## src/rtl/fpc_pkg.sv

```systemverilog
package fpc_pkg;
  localparam int FRAME_SLOTS      = 128;
  localparam int NUM_LANES        = 3;
  localparam int CNT_W            = 7;
  localparam int MAX_COUNT        = 64;
  localparam int PHASES_PER_FRAME = 4;
  localparam int DEAD_W           = 4;

  typedef enum logic [1:0] {
    PH_IDLE = 2'd0,
    PH_ONE  = 2'd1,
    PH_TWO  = 2'd2
  } ph_state_e;
endpackage

```

## src/rtl/fpc_rst_sync.sv

```systemverilog
module fpc_rst_sync (
  input  logic clk,
  input  logic rst_n_in,
  output logic rst_n_out
);
  logic meta_q;
  logic sync_q;

  always_ff @(posedge clk or negedge rst_n_in) begin
    if (!rst_n_in) begin
      meta_q <= 1'b0;
      sync_q <= 1'b0;
    end else begin
      meta_q <= 1'b1;
      sync_q <= meta_q;
    end
  end

  assign rst_n_out = sync_q;
endmodule

```

## src/rtl/fpc_slot_counter.sv

```systemverilog
module fpc_slot_counter #(
  parameter int SLOTS  = fpc_pkg::FRAME_SLOTS,
  parameter int SLOT_W = $clog2(SLOTS)
) (
  input  logic              clk,
  input  logic              rst_n,
  input  logic              tick,
  output logic [SLOT_W-1:0] slot_o,
  output logic              frame_start_o,
  output logic              strobe_o
);
  localparam logic [SLOT_W-1:0] LAST_SLOT = SLOT_W'(SLOTS - 1);
  localparam logic [SLOT_W-1:0] ONE_SLOT  = SLOT_W'(1);

  logic [SLOT_W-1:0] slot_q, slot_d;
  logic              strobe_q, strobe_d;
  logic              at_zero;

  always_comb begin
    at_zero  = (slot_q == '0);
    slot_d   = slot_q;
    strobe_d = strobe_q;
    if (tick) begin
      slot_d   = (slot_q == LAST_SLOT) ? '0 : slot_q + ONE_SLOT;
      strobe_d = at_zero;
    end
  end

  always_ff @(posedge clk or negedge rst_n) begin
    if (!rst_n) begin
      slot_q   <= '0;
      strobe_q <= 1'b0;
    end else begin
      slot_q   <= slot_d;
      strobe_q <= strobe_d;
    end
  end

  assign slot_o        = slot_q;
  assign frame_start_o = tick && at_zero;
  assign strobe_o      = strobe_q;


  slot_step_chk: assert property (@(posedge clk) disable iff (!rst_n)
    tick |=> (slot_q == (($past(slot_q) == LAST_SLOT) ? '0 : $past(slot_q) + ONE_SLOT)));


  strobe_slot_chk: assert property (@(posedge clk) disable iff (!rst_n)
    strobe_q |-> (slot_q == ONE_SLOT));
endmodule

```

## src/rtl/fpc_pulse_lane.sv

```systemverilog
module fpc_pulse_lane #(
  parameter int SLOTS     = fpc_pkg::FRAME_SLOTS,
  parameter int CNT_W     = fpc_pkg::CNT_W,
  parameter int MAX_COUNT = fpc_pkg::MAX_COUNT
) (
  input  logic             clk,
  input  logic             rst_n,
  input  logic             tick,
  input  logic             frame_start,
  input  logic             wr_en,
  input  logic [CNT_W-1:0] wr_cnt,
  output logic             pulse_o
);
  localparam int SLOT_W = $clog2(SLOTS);
  localparam int SUM_W  = ((SLOT_W > CNT_W) ? SLOT_W : CNT_W) + 1;
  localparam logic [SUM_W-1:0] SLOTS_S = SUM_W'(SLOTS);
  localparam logic [CNT_W-1:0] MAX_V   = CNT_W'(MAX_COUNT);

  logic [CNT_W-1:0]  pend_q, pend_d;
  logic [CNT_W-1:0]  act_q, act_d;
  logic [CNT_W-1:0]  n_eff;
  logic [SLOT_W-1:0] acc_q, acc_d, acc_base;
  logic [SUM_W-1:0]  sum;
  logic              carry;
  logic              pulse_q, pulse_d;

  // staging register: saturate on write
  always_comb begin
    pend_d = pend_q;
    if (wr_en) begin
      pend_d = (wr_cnt > MAX_V) ? MAX_V : wr_cnt;
    end
  end

  // phase accumulator: frame start loads staged count and clears remainder
  always_comb begin
    n_eff    = frame_start ? pend_q : act_q;
    acc_base = frame_start ? '0 : acc_q;
    sum      = SUM_W'(acc_base) + SUM_W'(n_eff);
    carry    = (sum >= SLOTS_S);
    act_d    = act_q;
    acc_d    = acc_q;
    pulse_d  = pulse_q;
    if (tick) begin
      act_d   = n_eff;
      acc_d   = carry ? SLOT_W'(sum - SLOTS_S) : SLOT_W'(sum);
      pulse_d = carry;
    end
  end

  always_ff @(posedge clk or negedge rst_n) begin
    if (!rst_n) begin
      pend_q  <= '0;
      act_q   <= '0;
      acc_q   <= '0;
      pulse_q <= 1'b0;
    end else begin
      pend_q  <= pend_d;
      act_q   <= act_d;
      acc_q   <= acc_d;
      pulse_q <= pulse_d;
    end
  end

  assign pulse_o = pulse_q;

  // checker state: pulses emitted in the frame now running
  logic [CNT_W-1:0] tally_q;
  always_ff @(posedge clk or negedge rst_n) begin
    if (!rst_n) begin
      tally_q <= '0;
    end else if (tick) begin
      tally_q <= frame_start ? CNT_W'(carry) : tally_q + CNT_W'(carry);
    end
  end


  pulse_total_chk: assert property (@(posedge clk) disable iff (!rst_n)
    frame_start |-> (tally_q == act_q));


  zero_quiet_chk: assert property (@(posedge clk) disable iff (!rst_n)
    (act_q == '0) |=> !pulse_o);


  count_cap_chk: assert property (@(posedge clk) disable iff (!rst_n)
    (pend_q <= MAX_V) && (act_q <= MAX_V));


  act_hold_chk: assert property (@(posedge clk) disable iff (!rst_n)
    !frame_start |=> $stable(act_q));
endmodule

```

## src/rtl/fpc_phase_gen.sv

```systemverilog
module fpc_phase_gen #(
  parameter int SLOTS  = fpc_pkg::FRAME_SLOTS,
  parameter int PHASES = fpc_pkg::PHASES_PER_FRAME,
  parameter int DEAD_W = fpc_pkg::DEAD_W,
  parameter int SLOT_W = $clog2(SLOTS)
) (
  input  logic              clk,
  input  logic              rst_n,
  input  logic              tick,
  input  logic [SLOT_W-1:0] slot,
  input  logic [DEAD_W-1:0] dead_len,
  output logic              phi1_o,
  output logic              phi2_o
);
  import fpc_pkg::*;

  localparam int HALF = SLOTS / (2 * PHASES);
  localparam logic [SLOT_W-1:0] HALF_V   = SLOT_W'(HALF);
  localparam logic [DEAD_W-1:0] DEAD_ONE = DEAD_W'(1);

  ph_state_e         st_q, st_d;
  logic [DEAD_W-1:0] dcnt_q, dcnt_d;
  logic              phi1_q, phi1_d;
  logic              phi2_q, phi2_d;
  logic              boundary;
  logic              second_half;

  always_comb begin
    boundary    = tick && ((slot % HALF_V) == '0);
    second_half = ((slot / HALF_V) & SLOT_W'(1)) != '0;
    st_d   = st_q;
    dcnt_d = dcnt_q;
    phi1_d = phi1_q;
    phi2_d = phi2_q;
    if (boundary) begin
      st_d   = second_half ? PH_TWO : PH_ONE;
      dcnt_d = dead_len - DEAD_ONE;
      phi1_d = 1'b0;
      phi2_d = 1'b0;
    end else if (dcnt_q != '0) begin
      dcnt_d = dcnt_q - DEAD_ONE;
      phi1_d = 1'b0;
      phi2_d = 1'b0;
    end else begin
      phi1_d = (st_q == PH_ONE);
      phi2_d = (st_q == PH_TWO);
    end
  end

  always_ff @(posedge clk or negedge rst_n) begin
    if (!rst_n) begin
      st_q   <= PH_IDLE;
      dcnt_q <= '0;
      phi1_q <= 1'b0;
      phi2_q <= 1'b0;
    end else begin
      st_q   <= st_d;
      dcnt_q <= dcnt_d;
      phi1_q <= phi1_d;
      phi2_q <= phi2_d;
    end
  end

  assign phi1_o = phi1_q;
  assign phi2_o = phi2_q;


  no_overlap_chk: assert property (@(posedge clk) disable iff (!rst_n)
    !(phi1_q && phi2_q));


  boundary_low_chk: assert property (@(posedge clk) disable iff (!rst_n)
    boundary |=> (!phi1_q && !phi2_q));
endmodule

```

## src/rtl/frame_pulse_clkgen.sv

```systemverilog
module frame_pulse_clkgen #(
  parameter int NUM_LANES        = fpc_pkg::NUM_LANES,
  parameter int FRAME_SLOTS      = fpc_pkg::FRAME_SLOTS,
  parameter int CNT_W            = fpc_pkg::CNT_W,
  parameter int MAX_COUNT        = fpc_pkg::MAX_COUNT,
  parameter int PHASES_PER_FRAME = fpc_pkg::PHASES_PER_FRAME,
  parameter int DEAD_W           = fpc_pkg::DEAD_W
) (
  input  logic                               clk,
  input  logic                               rst_n,
  input  logic                               tick_en,
  input  logic                               cfg_we,
  input  logic [$clog2(NUM_LANES+1)-1:0]     cfg_sel,
  input  logic [CNT_W-1:0]                   cfg_data,
  output logic [NUM_LANES-1:0]               pulse_clk,
  output logic                               phi1,
  output logic                               phi2,
  output logic                               frame_strobe
);
  localparam int SEL_W  = $clog2(NUM_LANES + 1);
  localparam int SLOT_W = $clog2(FRAME_SLOTS);
  localparam logic [SEL_W-1:0]  SEL_DEAD = SEL_W'(NUM_LANES);
  localparam logic [DEAD_W-1:0] DEAD_MIN = DEAD_W'(1);

  logic              rst_sync_n;
  logic [SLOT_W-1:0] slot;
  logic              frame_start;
  logic [DEAD_W-1:0] dead_q, dead_d;
  logic [DEAD_W-1:0] dead_in;
  logic              dead_wr;

  fpc_rst_sync i_rst_sync (
    .clk       (clk),
    .rst_n_in  (rst_n),
    .rst_n_out (rst_sync_n)
  );

  fpc_slot_counter #(.SLOTS(FRAME_SLOTS), .SLOT_W(SLOT_W)) i_slot (
    .clk           (clk),
    .rst_n         (rst_sync_n),
    .tick          (tick_en),
    .slot_o        (slot),
    .frame_start_o (frame_start),
    .strobe_o      (frame_strobe)
  );

  for (genvar g = 0; g < NUM_LANES; g++) begin : g_lane
    logic lane_wr;
    assign lane_wr = cfg_we && (cfg_sel == SEL_W'(g));
    fpc_pulse_lane #(
      .SLOTS     (FRAME_SLOTS),
      .CNT_W     (CNT_W),
      .MAX_COUNT (MAX_COUNT)
    ) i_lane (
      .clk         (clk),
      .rst_n       (rst_sync_n),
      .tick        (tick_en),
      .frame_start (frame_start),
      .wr_en       (lane_wr),
      .wr_cnt      (cfg_data),
      .pulse_o     (pulse_clk[g])
    );
  end

  // dead-time register, floored at one fast cycle
  always_comb begin
    dead_wr = cfg_we && (cfg_sel == SEL_DEAD);
    dead_in = cfg_data[DEAD_W-1:0];
    dead_d  = dead_q;
    if (dead_wr) begin
      dead_d = (dead_in == '0) ? DEAD_MIN : dead_in;
    end
  end

  always_ff @(posedge clk or negedge rst_sync_n) begin
    if (!rst_sync_n) begin
      dead_q <= DEAD_MIN;
    end else begin
      dead_q <= dead_d;
    end
  end

  fpc_phase_gen #(
    .SLOTS  (FRAME_SLOTS),
    .PHASES (PHASES_PER_FRAME),
    .DEAD_W (DEAD_W),
    .SLOT_W (SLOT_W)
  ) i_phase (
    .clk      (clk),
    .rst_n    (rst_sync_n),
    .tick     (tick_en),
    .slot     (slot),
    .dead_len (dead_q),
    .phi1_o   (phi1),
    .phi2_o   (phi2)
  );


  dead_floor_chk: assert property (@(posedge clk) disable iff (!rst_sync_n)
    dead_q != '0);
endmodule

```

## config.mk

```make
export PLATFORM = sky130hd
export DESIGN_NAME = frame_pulse_clkgen
export DESIGN_NICKNAME = d
export VERILOG_FILES = /design/src/rtl/fpc_pkg.sv /design/src/rtl/fpc_rst_sync.sv /design/src/rtl/fpc_slot_counter.sv /design/src/rtl/fpc_pulse_lane.sv /design/src/rtl/fpc_phase_gen.sv /design/src/rtl/frame_pulse_clkgen.sv
export SDC_FILE = /design/constraint.sdc
export NUM_CORES = 1
export LEC_CHECK = 0
export BUFFER_PORTS_ARGS = -buffer_cell sky130_fd_sc_hd__buf_2
export CORE_ASPECT_RATIO = 0.7
export CORE_UTILIZATION = 41
export CTS_BUF_LIST = sky130_fd_sc_hd__clkbuf_4
export CTS_CLUSTER_DIAMETER = 80
export DETAILED_ROUTE_END_ITERATION = 8
export HOLD_SLACK_MARGIN = 0.12
export SLEW_MARGIN = 5
export SYNTH_ARGS = -nofsm -noshare
export SYNTH_HDL_FRONTEND = slang
export SYNTH_SLANG_ARGS = --single-unit
```

## constraint.sdc

```tcl
create_clock -name clk -period 3.55 [get_ports clk]
set_clock_uncertainty 0.15 [all_clocks]
set_input_delay 0.355 -clock clk [delete_from_list [all_inputs] [get_ports clk]]
set_output_delay 0.355 -clock clk [all_outputs]
set_load 0.03 [all_outputs]
```

Word-level counts from Yosys, hierarchy flattened

Cells that the tools add are included.

Register bits after elaboration: 88
Bits in latches: 0
Bits in writable memories: 0
ROM bits: 0
Bits of input ports: 13
Output and inout bits: 6
Logic and storage cells: 71
Memories: 0

Add/sub/neg operators: 9
Multiply operators: 0
Divide/modulo/power cells: 0
Order comparisons: 4
Eq/ne operators: 6
Shift-type cells: 0
Mux-type cells: 19
Bitwise operators: 0
Reductions and logical operators: 12

Operators by type and width:

| kind                                                  | count |
|---|---|
| 2-to-1 mux 7 bit                                      | 11 |
| adder 7 x 7 -> 8 bit                                  | 3 |
| >= comparator 8 bit (second input constant)           | 3 |
| subtractor 7 x 1 -> 7 bit (second input constant)     | 3 |
| logical NOT 7 bit                                     | 2 |
| 2-to-1 mux 4 bit                                      | 3 |
| subtractor 4 x 1 -> 4 bit (second input constant)     | 2 |
| adder 7 x 1 -> 7 bit (second input constant)          | 1 |
| == test 7 bit (second input constant)                 | 1 |
| greater-than comparator 7 bit (second input constant) | 1 |
| == test 2 bit (second input constant)                 | 3 |
| logical AND 1 bit                                     | 6 |
| == test 2 x 1 -> 1 bit (second input constant)        | 2 |
| logical NOT 4 bit                                     | 1 |
| 2-to-1 mux 1 bit                                      | 4 |
| nonzero test 4 bit                                    | 1 |
| logical NOT 2 bit                                     | 1 |
| 2-to-1 mux 2 bit                                      | 1 |
| nonzero test 2 bit                                    | 1 |

Depth between registers and ports, before layout

Depth in word-level cells: 6
Mapped depth: 14

Hierarchy

A second synthesis with hierarchy kept.

Cell total of the unflattened synthesis: 496
Area total of the unflattened synthesis: 4907.2 um^2

By module, submodules not included:

| module                                | instances | cells each | area each (um^2) | sequential area each (um^2) |
|---|---|---|---|---|
| fpc_pulse_lane (g_lane[0].i_lane ...) | 2         | 134        | 1272.5           | 550.5 |
| fpc_pulse_lane (g_lane[2].i_lane)     | 1         | 134        | 1271.2           | 550.5 |
| fpc_phase_gen                         | 1         | 35         | 435.4            | 200.2 |
| fpc_slot_counter                      | 1         | 41         | 409.1            | 200.2 |
| frame_pulse_clkgen                    | 1         | 15         | 192.7            | 101.3 |
| fpc_rst_sync                          | 1         | 3          | 53.8             | 50.0 |

Least setup slack after synthesis

No wires, ideal clock.

Kind: register to register
Start: register i_slot.slot_q[0], in the netlist i_slot.slot_o[0]
End: register g_lane[1].i_lane.acc_q[6]
Arrival time: 3.083 ns
Required time: 3.318 ns
Path slack: 0.235 ns
Cell stages (with the launch flop): 15
Path buffers: 2
Cell sequence: dfrtp_1 -> inv_1 -> ha_1 -> nand4bb_1 -> or4_1 -> buf_4 -> buf_6 -> mux2_4 -> ha_1 -> inv_1 -> fa_1 -> nor2b_1 -> o31a_1 -> or4b_1 -> a31oi_1

Cells in the longest elaborated chain, start to end: 6
Elaborated cells on any way between the ends: 8
Those cells by class: add/sub: 2; order compare: 1; mux: 3; reduce/logical: 2

Ends and longest elaborated chain:

| element                                                          | RTL line                                   | RTL |
|---|---|---|
| from (decl)                                                      | fpc_slot_counter.sv:15                     | `logic [SLOT_W-1:0] slot_q, slot_d;` |
| from (signal assigned)                                           | fpc_slot_counter.sv:34                     | `slot_q <= slot_d;` |
| logical NOT 7 bit *                                              | fpc_slot_counter.sv:20                     | `at_zero = (slot_q == '0);` |
| logical AND 1 bit *                                              | fpc_slot_counter.sv:40                     | `assign frame_start_o = tick && at_zero;` |
| 2-to-1 mux 7 bit *                                               | fpc_pulse_lane.sv:37                       | `n_eff = frame_start ? pend_q : act_q;` |
| via g_lane[1].i_lane.n_eff[0]                                    | fpc_pulse_lane.sv:21                       | `logic [CNT_W-1:0] n_eff;` |
| adder 7 x 7 -> 8 bit *                                           | fpc_pulse_lane.sv:39                       | `sum = SUM_W'(acc_base) + SUM_W'(n_eff);` |
| subtractor 7 x 1 -> 7 bit or >= comparator 8 bit (tied branches) | fpc_pulse_lane.sv:46, fpc_pulse_lane.sv:40 |  |
| 2-to-1 mux 7 bit *                                               | fpc_pulse_lane.sv:46                       | `acc_d = carry ? SLOT_W'(sum - SLOTS_S) : SLOT_W'(sum);` |
| to (signal assigned)                                             | fpc_pulse_lane.sv:55                       | `acc_q <= '0;` |
| to (signal assigned)                                             | fpc_pulse_lane.sv:60                       | `acc_q <= acc_d;` |
| to (decl)                                                        | fpc_pulse_lane.sv:22                       | `logic [SLOT_W-1:0] acc_q, acc_d, acc_base;` |

The timed path passes the listed nets; every way through them passes the cells marked *.
A chain may end at the register's enable or synchronous reset.

Worst setup path in the final report

Start: register i_slot.slot_q[1], in the netlist i_slot.slot_o[1]
End: register g_lane[0].i_lane.acc_q[5]

Cells in the longest elaborated chain, start to end: 6
Elaborated cells on any way between the ends: 8
Those cells by class: add/sub: 2; order compare: 1; mux: 3; reduce/logical: 2

Ends and longest elaborated chain:

| element                                                          | RTL line |
|---|---|
| logical NOT 7 bit *                                              | fpc_slot_counter.sv:20 |
| logical AND 1 bit *                                              | fpc_slot_counter.sv:40 |
| 2-to-1 mux 7 bit *                                               | fpc_pulse_lane.sv:37 |
| via g_lane[0].i_lane.n_eff[2]                                    | fpc_pulse_lane.sv:21 |
| adder 7 x 7 -> 8 bit *                                           | fpc_pulse_lane.sv:39 |
| subtractor 7 x 1 -> 7 bit or >= comparator 8 bit (tied branches) | fpc_pulse_lane.sv:46, fpc_pulse_lane.sv:40 |
| 2-to-1 mux 7 bit *                                               | fpc_pulse_lane.sv:46 |
| to (signal assigned)                                             | fpc_pulse_lane.sv:55 |
| to (signal assigned)                                             | fpc_pulse_lane.sv:60 |
| to (decl)                                                        | fpc_pulse_lane.sv:22 |

Marked as above.

==> out/results.ini <==
[clock_tree]
clock-sinks=88
clkSlewWorstSetupHoldPaths_ns=0.15
cts_max_level=3
clk_latency_ns=0.45
ctsLongestPathBuffers=2
cts_tree=yes
cts_buffers=9
cts_root_buf=clkbuf_4

[setup_path]
startpoint_type=flop
max_stage_delay_ns=0.52
arrival_ns=3.63
worstPathMaxFanout=38
crit_buf_inv=3
cp.depth=11
regToRegStartpoint=i_slot.slot_o[1]
endpoint_kind=flop
ff2ff_setup_slack_ns=0.13
crit_chain=inv_1, ha_1, nand4bb_1, or4_4, buf_12, buf_4, mux2_4, ha_1, a21o_1, o21bai_1, mux2_2
cpLargestDelayFamily=simple AND/OR/NAND/NOR gates
crit_type=flop to flop
worstRegToRegCells=11
crit_top_cell=ha_1
required_ns=3.76
crit_path_top_delay_cell=or4_4
worstReg2RegEnd=g_lane[0].i_lane.acc_q[5]

[place]
portBuffers=18
gp_congestion=0.770
placed_area_mm2=0.00511
dp_hpwl_um=6520
dp_slack_ns=-0.119
dp.cells=594

[detailed_routing]
drt-total-wl_um=9380
dr.first_iter.drc_count=106
vias_per_cell=5.11
dr.pass1.iters=4
ant_nets=0
num_vias=3161
drc=0
wl_per_cell_um=15.1

[floorplanning]
die_w_um=132
pin_count=19
die_area_mm2=0.0122
initial_utilization_pct=42.9
core_mm2=0.0113
die_h_um=92.8
rows=32

[logic_synthesis]
avgSynthCellArea_um2=11.3
synth-edff-count=0
yosysSeqAreaShare_pct=45.6
syn-instance-count=428
synthDistinctLibCells=51
ys_async_sr_fraction_pct=100
ys_ff_latch=88
syn_nets=468
ys.warnings.count=0
synth.cell_area_mm2=0.00483
synthFlopType=dfrtp_1

[grt]
grt_max_degree=39
overflow=0
grt_usage_pct=16.8
antenna_found_initial=0
first_global_vias=3206
grt_pass1_wl_um=16000

[sta]
clock.fmax_ghz=0.292
slew_viol_final=0
finalCritPeriodShare_pct=96.4
tns_ns=0
finalHoldViolations=0
grt_setup_unrepaired=yes
slew_headroom_pct=60.6
worst_slack_ns=0.129
period_needed_ns=3.42
setup_viol=0
worst_pin_slew_ns=0.586
whs_ns=0.132

[cells_and_area]
layout.nets=501
final_util_pct=47.7
synthToLayoutAreaGrowth_pct=11.1
layout_commonest_cell=dfrtp_1
fillCellCount=1028
design_area_mm2=0.00537
seqCellArea_mm2=0.00221
multiInputGateArea_mm2=0.00247
layout_common_cells=dfrtp_1 (86), nand2_1 (39), mux2_4 (38), o21ai_0 (38), ha_1 (24)
antenna_cells=0
layoutNonFillerInstCount=619
drive_above_1_share_pct=26.2

[hold_path]
holdCritPathClass=flop to asynchronous set/reset pin

[power]
leakagePower_nw=2.56
ir_drop_v=0.000310
finalPower_mw=4.39
power_per_cell_area_mw_per_mm2=817

[run_status]
status=complete, no violations

[job]
max_cap_viol_count=0

-- worst max-delay path by stage --
stage / to / slack [ns] / from
after CTS: g_lane[0].i_lane.acc_q[6] / 0.14 / i_slot.slot_o[1]
after detailed placement: g_lane[2].i_lane.acc_q[6] / -0.12 / i_slot.slot_o[1]
after global placement: g_lane[0].i_lane.acc_q[5] / 0.06 / i_slot.slot_o[1]
final: g_lane[0].i_lane.acc_q[5] / 0.13 / i_slot.slot_o[1]
after global routing: g_lane[0].i_lane.acc_q[5] / -0.02 / i_slot.slot_o[1]
after floorplan: g_lane[1].i_lane.acc_q[6] / 0.24 / i_slot.slot_o[0]
-- where the power goes --
part | total (mW) | internal (mW) | leakage (nW) | switching (mW)
Combinational | 2.21 | 1.19 | 1.38 | 1.02
Clock | 0.586 | 0.227 | 0.0770 | 0.359
Sequential | 1.59 | 1.37 | 1.11 | 0.223
Total | 4.39 | 2.79 | 2.56 | 1.60
-- worst register-to-register path: stages (launching register included) --
cell and delay [ns]:
dfrtp_1 0.43, inv_1 0.08, ha_1 0.16, nand4bb_1 0.16, or4_4 0.52, buf_12 0.22, buf_4 0.21, mux2_4 0.31
ha_1 0.35, a21o_1 0.22, o21bai_1 0.17, mux2_2 0.35
-- layout make-up --
cell class | instances | share of cell area, %
clock inverter | 6 | 1.28
timing repair buffer | 41 | 5.50
multi-input combinational | 306 | 46.1
sequential | 88 | 41.1
tap | 153 | 3.57
inverter | 15 | 1.05
clock buffer | 10 | 1.40
-- sequential cells by signal, indices dropped and copies added (netlist names) --
name and flops:
i_slot.slot_o 7, i_slot.strobe_o 1, i_rst_sync.rst_n_out 1, g_lane.i_lane.act_q 21, dead_q 4, i_phase.st_q 2
g_lane.i_lane.pulse_o 3, i_phase.phi2_o 1, g_lane.i_lane.acc_q 21, i_phase.phi1_o 1, g_lane.i_lane.pend_q 21, i_phase.dcnt_q 4
i_rst_sync.meta_q 1
-- repair_timing --
action | in CTS | in global routing
endpoints found under the setup margin | 5 | 3
endpoints found under the hold margin | 15 | 0
gates resized for setup | 2 | 5
pin swaps | 0 | 1
hold buffers | 8 | 0
setup buffers | 0 | 1
-- routing by layer --
| metal | up-vias | share of wire [%] | GRT usage, % |
|---|---|---|---|
| met3 | 9 | 3.3 | 4.16 |
| met2 | 54 | 43 | 25.4 |
| met1 | 1530 | 53 | 23.8 |
| li1 | 1568 | - | - |
| met4 | 0 | 1.0 | 4.65 |
| met5 | - | 0 | 0 |
-- cell usage after synthesis, types with 3 or more instances --
cell,instances,area (µm²)
dfrtp_1,87,2180
a21o_1,5,37.5
buf_6,4,45.0
xor2_1,4,35.0
nor2_1,20,75.1
a21oi_1,10,50.1
mux2i_1,4,40.0
o311ai_0,3,26.3
xnor2_1,9,78.8
a211oi_1,5,37.5
buf_4,4,30.0
nand3_1,3,15.0
clkbuf_1,9,33.8
mux2_2,21,236
mux2_4,38,571
o21ai_0,38,190
inv_2,4,15.0
nand3b_1,5,37.5
nand2_1,39,146
inv_1,10,37.5
fa_1,3,60.1
and2_1,22,138
nand2b_1,8,50.1
a31oi_1,3,18.8
ha_1,24,300
o2bb2ai_1,3,26.3
nor3_1,6,30.0
o21a_1,4,30.0
nor4_1,3,18.8
-- kinds of logic (layout without fill, tap and decap cells) --
kind of cell             count (synthesis)  in the layout  share of synthesized area [%]
adder cells (fa/ha/maj)                 27             27                           7.46
AO/OA/AOI/OAI                           82             82                           10.4
multiplexers                            63             63                           17.5
XOR/XNOR                                13             13                           2.36
AND/OR/NAND/NOR                        120            120                           12.9
other                                    1              1                         0.0777
buffers and inverters                   34             72                           3.60
flip-flops                              88             88                           45.6
Note: power is estimated with default switching activity, not from simulation.
